--- src/rtl/iw_pkg.sv ---
package iw_pkg;

    localparam int BUS_W   = 32;
    localparam int IDX_W   = 16;
    localparam int FE_BIT  = 15;

    typedef enum logic [1:0] {
        SEL_IDX  = 2'd0,
        SEL_DATA = 2'd1,
        SEL_CTRL = 2'd2,
        SEL_NONE = 2'd3
    } wsel_e;

    typedef struct packed {
        logic  hit;
        logic  win;
        wsel_e sel;
    } dec_t;

    typedef struct packed {
        logic             pend_v;
        logic [IDX_W-1:0] pend_a;
        logic             com_v;
        logic [IDX_W-1:0] com_a;
        logic             fe;
    } win_state_t;

    function automatic dec_t decode_offset(input logic [BUS_W-1:0] off);
        dec_t d;
        d.hit = 1'b0;
        d.win = off[4];
        d.sel = SEL_NONE;
        if (off[BUS_W-1:5] == '0 && off[1:0] == 2'b00 && off[3:2] != 2'd3) begin
            d.hit = 1'b1;
            d.sel = wsel_e'(off[3:2]);
        end
        return d;
    endfunction

endpackage

--- src/rtl/iw_decode.sv ---
module iw_decode
    import iw_pkg::*;
#(
    parameter int PADDR_W = 8
) (
    input  logic               psel,
    input  logic               penable,
    input  logic [PADDR_W-1:0] paddr,
    output logic               acc_top,
    output logic               acc_ctl,
    output logic               acc_undef,
    output wsel_e              sel
);
    dec_t d;

    always_comb begin
        d         = decode_offset(BUS_W'(paddr));
        sel       = d.sel;
        acc_top   = psel && penable && d.hit && !d.win;
        acc_ctl   = psel && penable && d.hit &&  d.win;
        acc_undef = psel && penable && !d.hit;
    end
endmodule

--- src/rtl/iw_window.sv ---
module iw_window
    import iw_pkg::*;
#(
    parameter int DW = 32
) (
    input  logic             clk,
    input  logic             rst,
    input  logic             acc,
    input  wsel_e            sel,
    input  logic             pwrite,
    input  logic [BUS_W-1:0] pwdata,
    output logic [BUS_W-1:0] rd_val,
    output logic             err,
    output logic             fe,
    output logic             rf_wr,
    output logic             rf_rd,
    output logic [IDX_W-1:0] rf_addr,
    output logic [DW-1:0]    rf_wdata,
    input  logic [DW-1:0]    rf_rdata
);
    win_state_t       st;
    logic [DW-1:0]    pf;
    logic [IDX_W-1:0] wa;
    logic             idx_wr;

    assign wa       = pwdata[IDX_W-1:0];
    assign idx_wr   = acc && sel == SEL_IDX && pwrite;
    assign rf_addr  = st.com_a;
    assign rf_wdata = pwdata[DW-1:0];
    assign rf_wr    = acc && sel == SEL_DATA &&  pwrite && st.com_v;
    assign rf_rd    = acc && sel == SEL_DATA && !pwrite && st.com_v;
    assign err      = acc && sel == SEL_DATA && !st.com_v && st.fe;
    assign fe       = st.fe;

    always_ff @(posedge clk) begin
        if (rst) begin
            st <= '0;
            pf <= '0;
        end else begin
            if (acc) begin
                if (idx_wr) begin
                    if (st.pend_v && st.pend_a == wa) begin
                        st.com_v  <= 1'b1;
                        st.com_a  <= wa;
                        st.pend_v <= 1'b0;
                    end else begin
                        st.pend_v <= 1'b1;
                        st.pend_a <= wa;
                    end
                end else begin
                    st.pend_v <= 1'b0;
                end
                if (sel == SEL_CTRL && pwrite)
                    st.fe <= pwdata[FE_BIT];
            end
            if (rf_rd)
                pf <= rf_rdata;
        end
    end

    always_comb begin
        rd_val = '0;
        case (sel)
            SEL_IDX:  rd_val[IDX_W-1:0] = st.com_a;
            SEL_DATA: rd_val[DW-1:0]    = pf;
            SEL_CTRL: rd_val[FE_BIT]    = st.fe;
            default:  rd_val            = '0;
        endcase
    end

    AST_COMMIT_ON_PAIR: assert property (@(posedge clk) disable iff (rst)
        (idx_wr && st.pend_v && st.pend_a == wa) |=> (st.com_v && rf_addr == $past(wa)));
    AST_NO_COMMIT_SINGLE: assert property (@(posedge clk) disable iff (rst)
        (idx_wr && !st.pend_v) |=> $stable(rf_addr));
    AST_PEND_DROPPED: assert property (@(posedge clk) disable iff (rst)
        (acc && !idx_wr) |=> !st.pend_v);
    AST_PREFETCH_LOAD: assert property (@(posedge clk) disable iff (rst)
        rf_rd |=> (pf == $past(rf_rdata)));
    AST_ERR_DROPS: assert property (@(posedge clk) disable iff (rst)
        err |-> (!rf_wr && !rf_rd));
    AST_FE_HOLDS: assert property (@(posedge clk) disable iff (rst)
        !(acc && sel == SEL_CTRL && pwrite) |=> $stable(fe));
endmodule

--- src/rtl/iw_resp.sv ---
module iw_resp
    import iw_pkg::*;
(
    input  logic             acc_top,
    input  logic             acc_ctl,
    input  logic             acc_undef,
    input  logic             pwrite,
    input  logic [BUS_W-1:0] rd_top,
    input  logic [BUS_W-1:0] rd_ctl,
    input  logic             err_top,
    input  logic             err_ctl,
    input  logic             fe_top,
    input  logic             fe_ctl,
    output logic [BUS_W-1:0] prdata,
    output logic             pslverr
);
    always_comb begin
        prdata = '0;
        if (!pwrite) begin
            if (acc_top)      prdata = rd_top;
            else if (acc_ctl) prdata = rd_ctl;
        end
        pslverr = (acc_top && err_top) || (acc_ctl && err_ctl)
               || (acc_undef && fe_top && fe_ctl);
    end
endmodule

--- src/rtl/iw_apb_window.sv ---
module iw_apb_window
    import iw_pkg::*;
#(
    parameter int PADDR_W = 8,
    parameter int TOP_DW  = 32,
    parameter int CTL_DW  = 8
) (
    input  logic               clk,
    input  logic               rst,
    input  logic               psel,
    input  logic               penable,
    input  logic               pwrite,
    input  logic [PADDR_W-1:0] paddr,
    input  logic [31:0]        pwdata,
    output logic [31:0]        prdata,
    output logic               pready,
    output logic               pslverr,
    output logic               top_wr,
    output logic [15:0]        top_addr,
    output logic [TOP_DW-1:0]  top_wdata,
    input  logic [TOP_DW-1:0]  top_rdata,
    output logic               ctl_wr,
    output logic [15:0]        ctl_addr,
    output logic [CTL_DW-1:0]  ctl_wdata,
    input  logic [CTL_DW-1:0]  ctl_rdata
);
    logic             acc_top, acc_ctl, acc_undef;
    wsel_e            sel;
    logic [BUS_W-1:0] rd_top, rd_ctl;
    logic             err_top, err_ctl, fe_top, fe_ctl;
    logic             top_rd, ctl_rd;

    iw_decode #(.PADDR_W(PADDR_W)) u_dec (
        .psel(psel), .penable(penable), .paddr(paddr),
        .acc_top(acc_top), .acc_ctl(acc_ctl), .acc_undef(acc_undef), .sel(sel)
    );

    iw_window #(.DW(TOP_DW)) u_win_top (
        .clk(clk), .rst(rst), .acc(acc_top), .sel(sel), .pwrite(pwrite),
        .pwdata(pwdata), .rd_val(rd_top), .err(err_top), .fe(fe_top),
        .rf_wr(top_wr), .rf_rd(top_rd), .rf_addr(top_addr),
        .rf_wdata(top_wdata), .rf_rdata(top_rdata)
    );

    iw_window #(.DW(CTL_DW)) u_win_ctl (
        .clk(clk), .rst(rst), .acc(acc_ctl), .sel(sel), .pwrite(pwrite),
        .pwdata(pwdata), .rd_val(rd_ctl), .err(err_ctl), .fe(fe_ctl),
        .rf_wr(ctl_wr), .rf_rd(ctl_rd), .rf_addr(ctl_addr),
        .rf_wdata(ctl_wdata), .rf_rdata(ctl_rdata)
    );

    iw_resp u_resp (
        .acc_top(acc_top), .acc_ctl(acc_ctl), .acc_undef(acc_undef),
        .pwrite(pwrite), .rd_top(rd_top), .rd_ctl(rd_ctl),
        .err_top(err_top), .err_ctl(err_ctl), .fe_top(fe_top), .fe_ctl(fe_ctl),
        .prdata(prdata), .pslverr(pslverr)
    );

    assign pready = psel && penable;

    AST_UNDEF_ZERO: assert property (@(posedge clk) disable iff (rst)
        acc_undef |-> (prdata == '0));
    AST_ERR_IN_ACCESS: assert property (@(posedge clk) disable iff (rst)
        pslverr |-> pready);
    AST_ONE_SPACE: assert property (@(posedge clk) disable iff (rst)
        $onehot0({top_wr, ctl_wr, top_rd, ctl_rd}));
endmodule

--- config.mk ---
export PLATFORM = sky130hd
export DESIGN_NAME = iw_apb_window
export DESIGN_NICKNAME = d
export VERILOG_FILES = /design/src/rtl/iw_pkg.sv /design/src/rtl/iw_decode.sv /design/src/rtl/iw_window.sv /design/src/rtl/iw_resp.sv /design/src/rtl/iw_apb_window.sv
export SDC_FILE = /design/constraint.sdc
export NUM_CORES = 1
export LEC_CHECK = 0
export BUFFER_PORTS_ARGS = -buffer_cell sky130_fd_sc_hd__buf_2
export CAP_MARGIN = 20
export CORE_ASPECT_RATIO = 0.75
export CORE_MARGIN = 2
export CORE_UTILIZATION = 52
export DETAILED_ROUTE_END_ITERATION = 10
export PLACE_DENSITY_LB_ADDON = 0.08
export SLEW_MARGIN = 20
export SYNTH_ARGS = -nofsm -noshare
export SYNTH_HDL_FRONTEND = slang
export SYNTH_SLANG_ARGS = --single-unit
--- constraint.sdc ---
create_clock -name clk -period 2.1 [get_ports clk]
set_input_delay 0 -clock clk [delete_from_list [all_inputs] [get_ports clk]]
set_output_delay 0 -clock clk [all_outputs]
set_load 0.02 [all_outputs]
== Word level (Yosys, flattened, before mapping) ==
Cells that the tools add are included.
Operators by class
  eq/ne operators: 5
  multiplexer cells: 15
  bitwise gates (word level): 2
  reduce and logical (&&, ||, !) cells: 48
Operators by type and width (number)
  32-bit 2-to-1 mux: 2
  16-bit equality test: 2
  1-bit logical AND: 32
  16-bit 2-to-1 mux: 2
  15-bit one-hot mux with 2 select lines: 1
  8-bit one-hot mux with 2 select lines: 1
  3-bit AND reduction: 4
  7-bit 2-to-1 mux: 1
  1-bit zero test: 5
  1-bit 2-to-1 mux: 5
  2-bit zero test: 2
  2-bit AND reduction: 2
  3-bit zero test: 1
  1-bit one-hot mux with 3 select lines: 1
  2-bit by 1-bit equality test with 1-bit output, second input constant: 1
  2-bit equality test, second input constant: 1
  1-bit logical OR: 2
  2-bit 2-to-1 mux: 1
  2-bit != test, second input constant: 1
  1-bit inverter: 2
  1-bit one-hot mux with 2 select lines: 1
Word-level totals
  register bits: 110
  logic and storage cells: 82

== Logic depth before layout (Yosys ltp) ==
Gate-level depths: netlist of the first run.
  depth after elaboration: 12
  gate-level depth with buffers: 8

== By module ==
A second synthesis of the first run with hierarchy kept.
Unflattened totals
  cell total of the unflattened synthesis: 782
  area, all modules: 6520.0 um^2
By module, submodules not included
  iw_window at u_win_top: times used 1, cells an instance 474, area each 3767.4 um^2
  iw_window at u_win_ctl: times used 1, cells an instance 253, area each 2290.9 um^2
  iw_resp: times used 1, cells an instance 45, area each 394.1 um^2
  iw_decode: times used 1, cells an instance 9, area each 61.3 um^2
  iw_apb_window: times used 1, cells an instance 1, area each 6.3 um^2

== Worst setup path before layout of the first run ==
OpenSTA, ideal clock, no wires.
  path type: register to register
  from: register u_win_ctl.st[32] (netlist name)
  to: register u_win_ctl.st, in the netlist u_win_ctl.rf_addr[10]
  data arrival time: 1.648 ns
  data required time: 1.977 ns
  setup slack: 0.329 ns
  cell stages (with the launch flop): 7
  clock period less this slack: 1.771 ns
  path through: dfxtp_1 xnor2_1 nand4_1 nor3_1 nand2_2 buf_4 mux2i_1
Between the ends
  word-level cells in the longest chain between the ends: 3
Ends and longest elaborated chain
  from (decl): RTL line iw_window.sv:21  | win_state_t st;
  16-bit equality test: RTL line iw_window.sv:42  | if (st.pend_v && st.pend_a == wa) begin
  1-bit logical AND: RTL line iw_window.sv:42
  3-bit AND reduction (no source line)
No other way between the ends.
A chain may end at the register's enable or synchronous reset.

== Final worst setup path of the first run ==
  from: register u_win_top.st[26] (netlist name)
  to: register u_win_top.st, in the netlist u_win_top.rf_addr[11]
Between the ends
  word-level cells in the longest chain between the ends: 3
Ends and longest elaborated chain (RTL line)
  from (decl): iw_window.sv:21
  16-bit equality test: iw_window.sv:42
  1-bit logical AND: iw_window.sv:42
  3-bit AND reduction (no source line)
No other way between the ends.

==> reports/summary.txt, run 1 <==
Run status -> finished clean
CP max stage cell -> dfxtp_1
Hold Path Stages -> 0
Worst VDD drop -> 0.4541 mV
Mean Syn Cell Area -> 8.276 sq um
Dpl ws -> 0.2382 ns
Worst slew margin -> 63.98%
FF+latch count, synth -> 110
Post-DP HPWL -> 12.39 mm
Root Driver -> clkbuf_16
Power Density -> 590.1 mW/mm^2
Vias in the first global route -> 5434
Clock skew -> 0.007825 ns
Gr usage total -> 28.00%
Antenna fix cells -> 0
Pin count of the biggest net entering global routing -> 49
Detailed Routing Iterations Pass 1 -> 7
Worst hold path type -> primary input to output pin
Leak -> 0.002955 uW
DRT iter0 DRCs -> 423
CTS tree -> yes
Area after DPL -> 0.006630 sq mm
PortBufs -> 160
Startpoint types -> flop
Fillers -> 1018
Largest stage delay, worst path -> 0.33 ns
CTS clk-pin slew, worst paths -> 0.07 ns
CP Capture Type -> flop
Layout cells sized above 1 -> 25.38%
Post-CTS Resized -> 0
Fin. max-slew vios -> 0
Routed Antenna Nets -> 0
Drt wl/cell -> 17.44 um
Final WS setup -> 0.2814 ns
Mapped Cells -> 745
Crit path kind -> flop to flop
Critical Path RT -> 2.37 ns
Seq/Total Area, Yosys -> 35.71%
Setup violators final -> 0
Unrepaired setup endpoints after global routing -> no
Netlist cell types -> 38
EDFF count, synth -> 0
Clk buf depth -> 2
Ys async rst share -> 0%
CP arrival -> 2.09 ns
Mapped Nets -> 830
Slew @ Worst Pin -> 0.5384 ns
Post-CTS setup buffer count -> 0
Highest Clock Rate -> 549.9 MHz
Tmin final -> 1.819 ns
CP Max Fanout -> 17
Post-route core utilization -> 63.51%
Yosys warns -> 0
Nets -> 935
CP Cell Sequence -> xnor2_1 -> nand4_1 -> nor3_2 -> and3_1 -> buf_12 -> mux2i_1
TNS Setup -> 0 ns
Gr ovfl total -> 0
I/O pins -> 193
Cell area after synthesis -> 0.006166 sq mm
Number of antenna violations at the first check in global routing -> 0
CTS HTree Levels -> 3
Final cycle utilization of the critical path -> 86.60%
Initial Util -> 53.29%
Worst-Skew Late Latency -> 0.35 ns
Die Wd -> 129.7 um
Total number of vias -> 5869
Drt total wl -> 17.74 mm
Global-route wire length before repair -> 28.34 mm
Core ar. -> 0.01157 sq mm
Max-Cap Viols -> 0
Residual DRC -> 0
Clock sinks -> 110
DIE AREA -> 0.01275 sq mm
Ys flop type -> dfxtp_1
GPL Wtd Cong -> 0.8801
Std cell rows -> 34
CTS Buf Count -> 9
Hold Violations, Final -> 0
Design area -> 0.007348 sq mm
P&R area growth vs syn -> 19.18%
Cts hold-fix bufs -> 40
DR vias/cell -> 5.771
Die H -> 98.31 um
Worst reg-to-reg path cell count -> 6
registers in the layout, indices dropped and copies added (netlist names):
signal	cells
u_win_top.pf	32
u_win_ctl.st	18
u_win_top.st	18
u_win_ctl.rf_addr	16
u_win_top.rf_addr	16
u_win_ctl.pf	8
u_win_ctl.fe	1
u_win_top.fe	1
worst max-delay path: cells and delay by family (launching register included):
kind,cells,cell delay (ns)
and+or+nand+nor,3,0.72
DFF,1,0.33
xor gates and xnor gates,1,0.28
muxes,1,0.21
buffers and inverters,1,0.19
final timing paths:
path	to	slack, ns	startpoint
hold / removal	top_wdata[28]	0.000008	pwdata[28]
hold reg to reg	u_win_top.pf[18]	0.45	u_win_top.pf[18]
setup reg to reg	u_win_top.rf_addr[11]	0.28	u_win_top.st[26]
setup / recovery	u_win_top.rf_addr[11]	0.28	u_win_top.st[26]
cell usage in the layout, fill, tap and decap left out, drive strengths merged, types with 11 or more instances in the layout:
cell type | netlist | layout
dlygate4sd3 | 0 | 40
nand4 | 42 | 42
buf | 82 | 186
xnor2 | 32 | 32
nand2 | 121 | 121
nor2 | 57 | 57
dfxtp | 110 | 110
a21oi | 34 | 34
mux2i | 58 | 58
clkbuf | 50 | 13
and3 | 18 | 18
o311ai | 32 | 32
a32oi | 32 | 32
nor3 | 11 | 11
final cells by class:
type | count | area (sq um) | share of cell area (%)
clock inverters | 3 | 67.56 | 0.9195
inverters | 6 | 22.52 | 0.3065
clock buffers | 13 | 250.2 | 3.405
well taps | 162 | 202.7 | 2.758
flip-flops and latches | 110 | 2202 | 29.97
repair buffers | 226 | 1434 | 19.51
multi-input cells | 497 | 3169 | 43.13
logic make-up (layout without fill, tap and decap cells):
| kind of cell | count (synthesis) | after routing | share of synthesized area (%) |
|---|---|---|---|
| AND/OR/NAND/NOR | 277 | 277 | 21.19 |
| buffers and inverters | 138 | 248 | 13.13 |
| AO/OA/AOI/OAI | 122 | 122 | 14.55 |
| flip-flops | 110 | 110 | 35.71 |
| XOR/XNOR | 32 | 32 | 4.545 |
| multiplexers | 66 | 66 | 10.88 |
per-layer routing:
metal	share of wire [%]	GRT usage (%)	vias to the layer above
li1	-	-	2826
met1	47	41.21	2792
met2	45	41.93	229
met3	6.6	5.370	22
met4	1.3	7.444	0
met5	0	0	-
per-stage QoR:
stage | total power [uW] | std cells | hold WS [ns]
floorplan | 2386 | 745 | 0.1126
global placement | 2474 | 961 | 0.0001608
detailed placement | 2475 | 961 | 0.0001608
CTS | 4365 | 1017 | 0.0001608
global route | 4498 | 1017 | 0.00005525
finish | 4336 | 1017 | 0.000007776
report_power, final:
part | switching (uW) | internal, uW | total (uW)
logic | 238 | 168 | 406
clock network | 764 | 1080 | 1850
registers | 0.448 | 2080 | 2080
synth_stat cells (11+ instances only):
library cell	n	area share [%]
dfxtp_1	110	36
nand4_1	42	4.3
o311ai_0	31	4.4
a21oi_1	34	2.8
nand2_1	120	7.3
a32oi_1	32	4.5
nor2_1	57	3.5
nor3_1	11	0.89
clkbuf_1	50	3.0
and3_1	18	1.8
buf_4	74	9.0
mux2i_1	58	9.4
xnor2_1	32	4.5
No activity file was read; power rests on OpenSTA's default activity.
==> run 2, diff against run 1 <==
--- a/config.mk
+++ b/config.mk
@@ -11,7 +11,7 @@
 export CORE_MARGIN = 2
 export CORE_UTILIZATION = 52
 export DETAILED_ROUTE_END_ITERATION = 10
-export PLACE_DENSITY_LB_ADDON = 0.08
+export PLACE_DENSITY = 0.87
 export SLEW_MARGIN = 20
 export SYNTH_ARGS = -nofsm -noshare
 export SYNTH_HDL_FRONTEND = slang
==> run 2 against run 1 <==
Against the previous run: first-iteration DRC count grew 49%; worst hold slack about the same; sequential power about the same; non-clock buffer count did not move.
==> reports/summary.txt, run 2 (synthesis gave the netlist of run 1 again) <==
DR vias/cell -> 5.976
Register area -> 0.002202 sq mm
Comb power frac -> 9.6%
CTS tree -> yes
Critical Path RT -> 2.37 ns
CP Capture Type -> flop
I/O pins -> 193
Gr usage total -> 28.22%
Hold Violations, Final -> 0
Final cycle utilization of the critical path -> 87.08%
Top flop regs -> u_win_top.pf x32, u_win_ctl.st x18, u_win_top.st x18
Unrepaired setup endpoints after global routing -> no
Drt wl/cell -> 17.84 um
Vias in the first global route -> 5572
PortBufs -> 160
Crit path kind -> flop to flop
Final WS setup -> 0.2713 ns
Slew @ Worst Pin -> 0.5669 ns
Fillers -> 931
Worst-Skew Late Latency -> 0.36 ns
Switching Fraction -> 24.72%
Most frequent cells in the layout -> buf_2 (160), nand2_1 (120), dfxtp_1 (110), mux2i_1 (58), nor2_1 (57)
Number of antenna violations at the first check in global routing -> 0
Design area -> 0.007338 sq mm
Commonest non-fill, non-tap cell in the layout -> buf_2
Worst VDD drop -> 0.3951 mV
CP arrival -> 2.10 ns
Std cell rows -> 34
Fin. max-slew vios -> 0
Clk pwr share -> 41.6%
Top reg by flops -> u_win_top.pf
Highest Clock Rate -> 546.8 MHz
Initial Util -> 53.29%
Leak -> 0.002952 uW
Tmin final -> 1.829 ns
Core ar. -> 0.01157 sq mm
Nets -> 935
Clk buf depth -> 2
DIE AREA -> 0.01275 sq mm
Root Driver -> clkbuf_16
Internal -> 3219 uW
Drt total wl -> 18.15 mm
Power Density -> 582.8 mW/mm^2
GPL Wtd Cong -> 0.9476
Switch Pwr -> 1057 uW
CP Max Fanout -> 17
Total number of vias -> 6078
Residual DRC -> 0
CTS Buf Count -> 9
DRT iter0 DRCs -> 631
Clock sinks -> 110
Dpl ws -> 0.3224 ns
TNS Setup -> 0 ns
Clock skew -> 0.006945 ns
Multi-input logic area -> 0.003169 sq mm
Layout cells sized above 1 -> 25.73%
Global-route wire length before repair -> 28.68 mm
Antenna fix cells -> 0
Startpoint types -> flop
Pin count of the biggest net entering global routing -> 49
Gr ovfl total -> 0
Routed Antenna Nets -> 0
CTS clk-pin slew, worst paths -> 0.07 ns
Run status -> finished clean
Detailed Routing Iterations Pass 1 -> 5
Setup violators final -> 0
Worst hold path type -> primary input to output pin
Die H -> 98.31 um
Reg power frac -> 48.7%
Area after DPL -> 0.006630 sq mm
Worst slew margin -> 62.07%
Max FFs per register -> 32
P&R area growth vs syn -> 19.01%
CTS HTree Levels -> 3
Post-DP HPWL -> 11.95 mm
Post-CTS Resized -> 0
Max-Cap Viols -> 0
Die Wd -> 129.7 um
run 2: changes by cell type in the layout (fill, tap and decap cells not counted), sizes merged:
cell / previous run / this run
clkbuf: 13 / 10
clkinv: 0 / 3
bufinv: 2 / 1
inv: 6 / 7
run 2: area by class of cell:
class / count / area share, %
multi-input combinational: 497 / 43.19
tap: 162 / 2.762
clock buffer: 10 / 3.257
inverter: 6 / 0.3069
clock inverter: 6 / 0.9378
sequential: 110 / 30.01
timing repair buffer: 226 / 19.54
run 2: worst paths after layout:
path,start,endpoint,slack (ns),cells after the start
setup reg to reg,u_win_ctl.st[28],u_win_ctl.rf_addr[14],0.27,5
setup / recovery,u_win_ctl.st[28],u_win_ctl.rf_addr[14],0.27,5
hold reg to reg,u_win_top.pf[0],u_win_top.pf[0],0.45,2
hold / removal,pwdata[30],top_wdata[30],0.000008,0
run 2: power groups by stage:
stage	Combinational [uW]	Clock [uW]	Sequential, uW
after floorplan	253	0	2130
after global placement	339	0	2130
after detailed placement	341	0	2130
after CTS	400	1790	2080
after global routing	438	1860	2080
final	411	1780	2080
run 2: repair_timing:
action / in CTS / in global routing
setup endpoints to repair: 0 / 0
buffers inserted: 0 / 0
hold buffers: 40 / 0
endpoints found under the hold margin: 40 / 0
run 2: stage by stage:
stage | instances | hold WS [ns] | total power (uW) | util (%)
global route | 1017 | 0.00005430 | 4385 | 63.42
global placement | 961 | 0.0001367 | 2473 | 57.30
finish | 1017 | 0.000007756 | 4276 | 63.42
floorplan | 745 | 0.1126 | 2386 | -
CTS | 1017 | 0.0001367 | 4275 | 63.42
detailed placement | 961 | 0.0001367 | 2474 | 57.30
run 2: critical path, stage by stage (launching register included):
cell     delay [ns]
dfxtp_1        0.33
xnor2_1        0.28
nand4_1        0.16
nor3_2         0.28
nand2_2        0.39
mux2i_1        0.30
run 2: layer usage:
metal  routed length, um  up-vias  track usage (%)
li1                    -     2815                -
met1                7823     2857            39.24
met2                8191      361            43.13
met3                1628       45            5.534
met4                 505        0            11.08
met5                   0        -                0
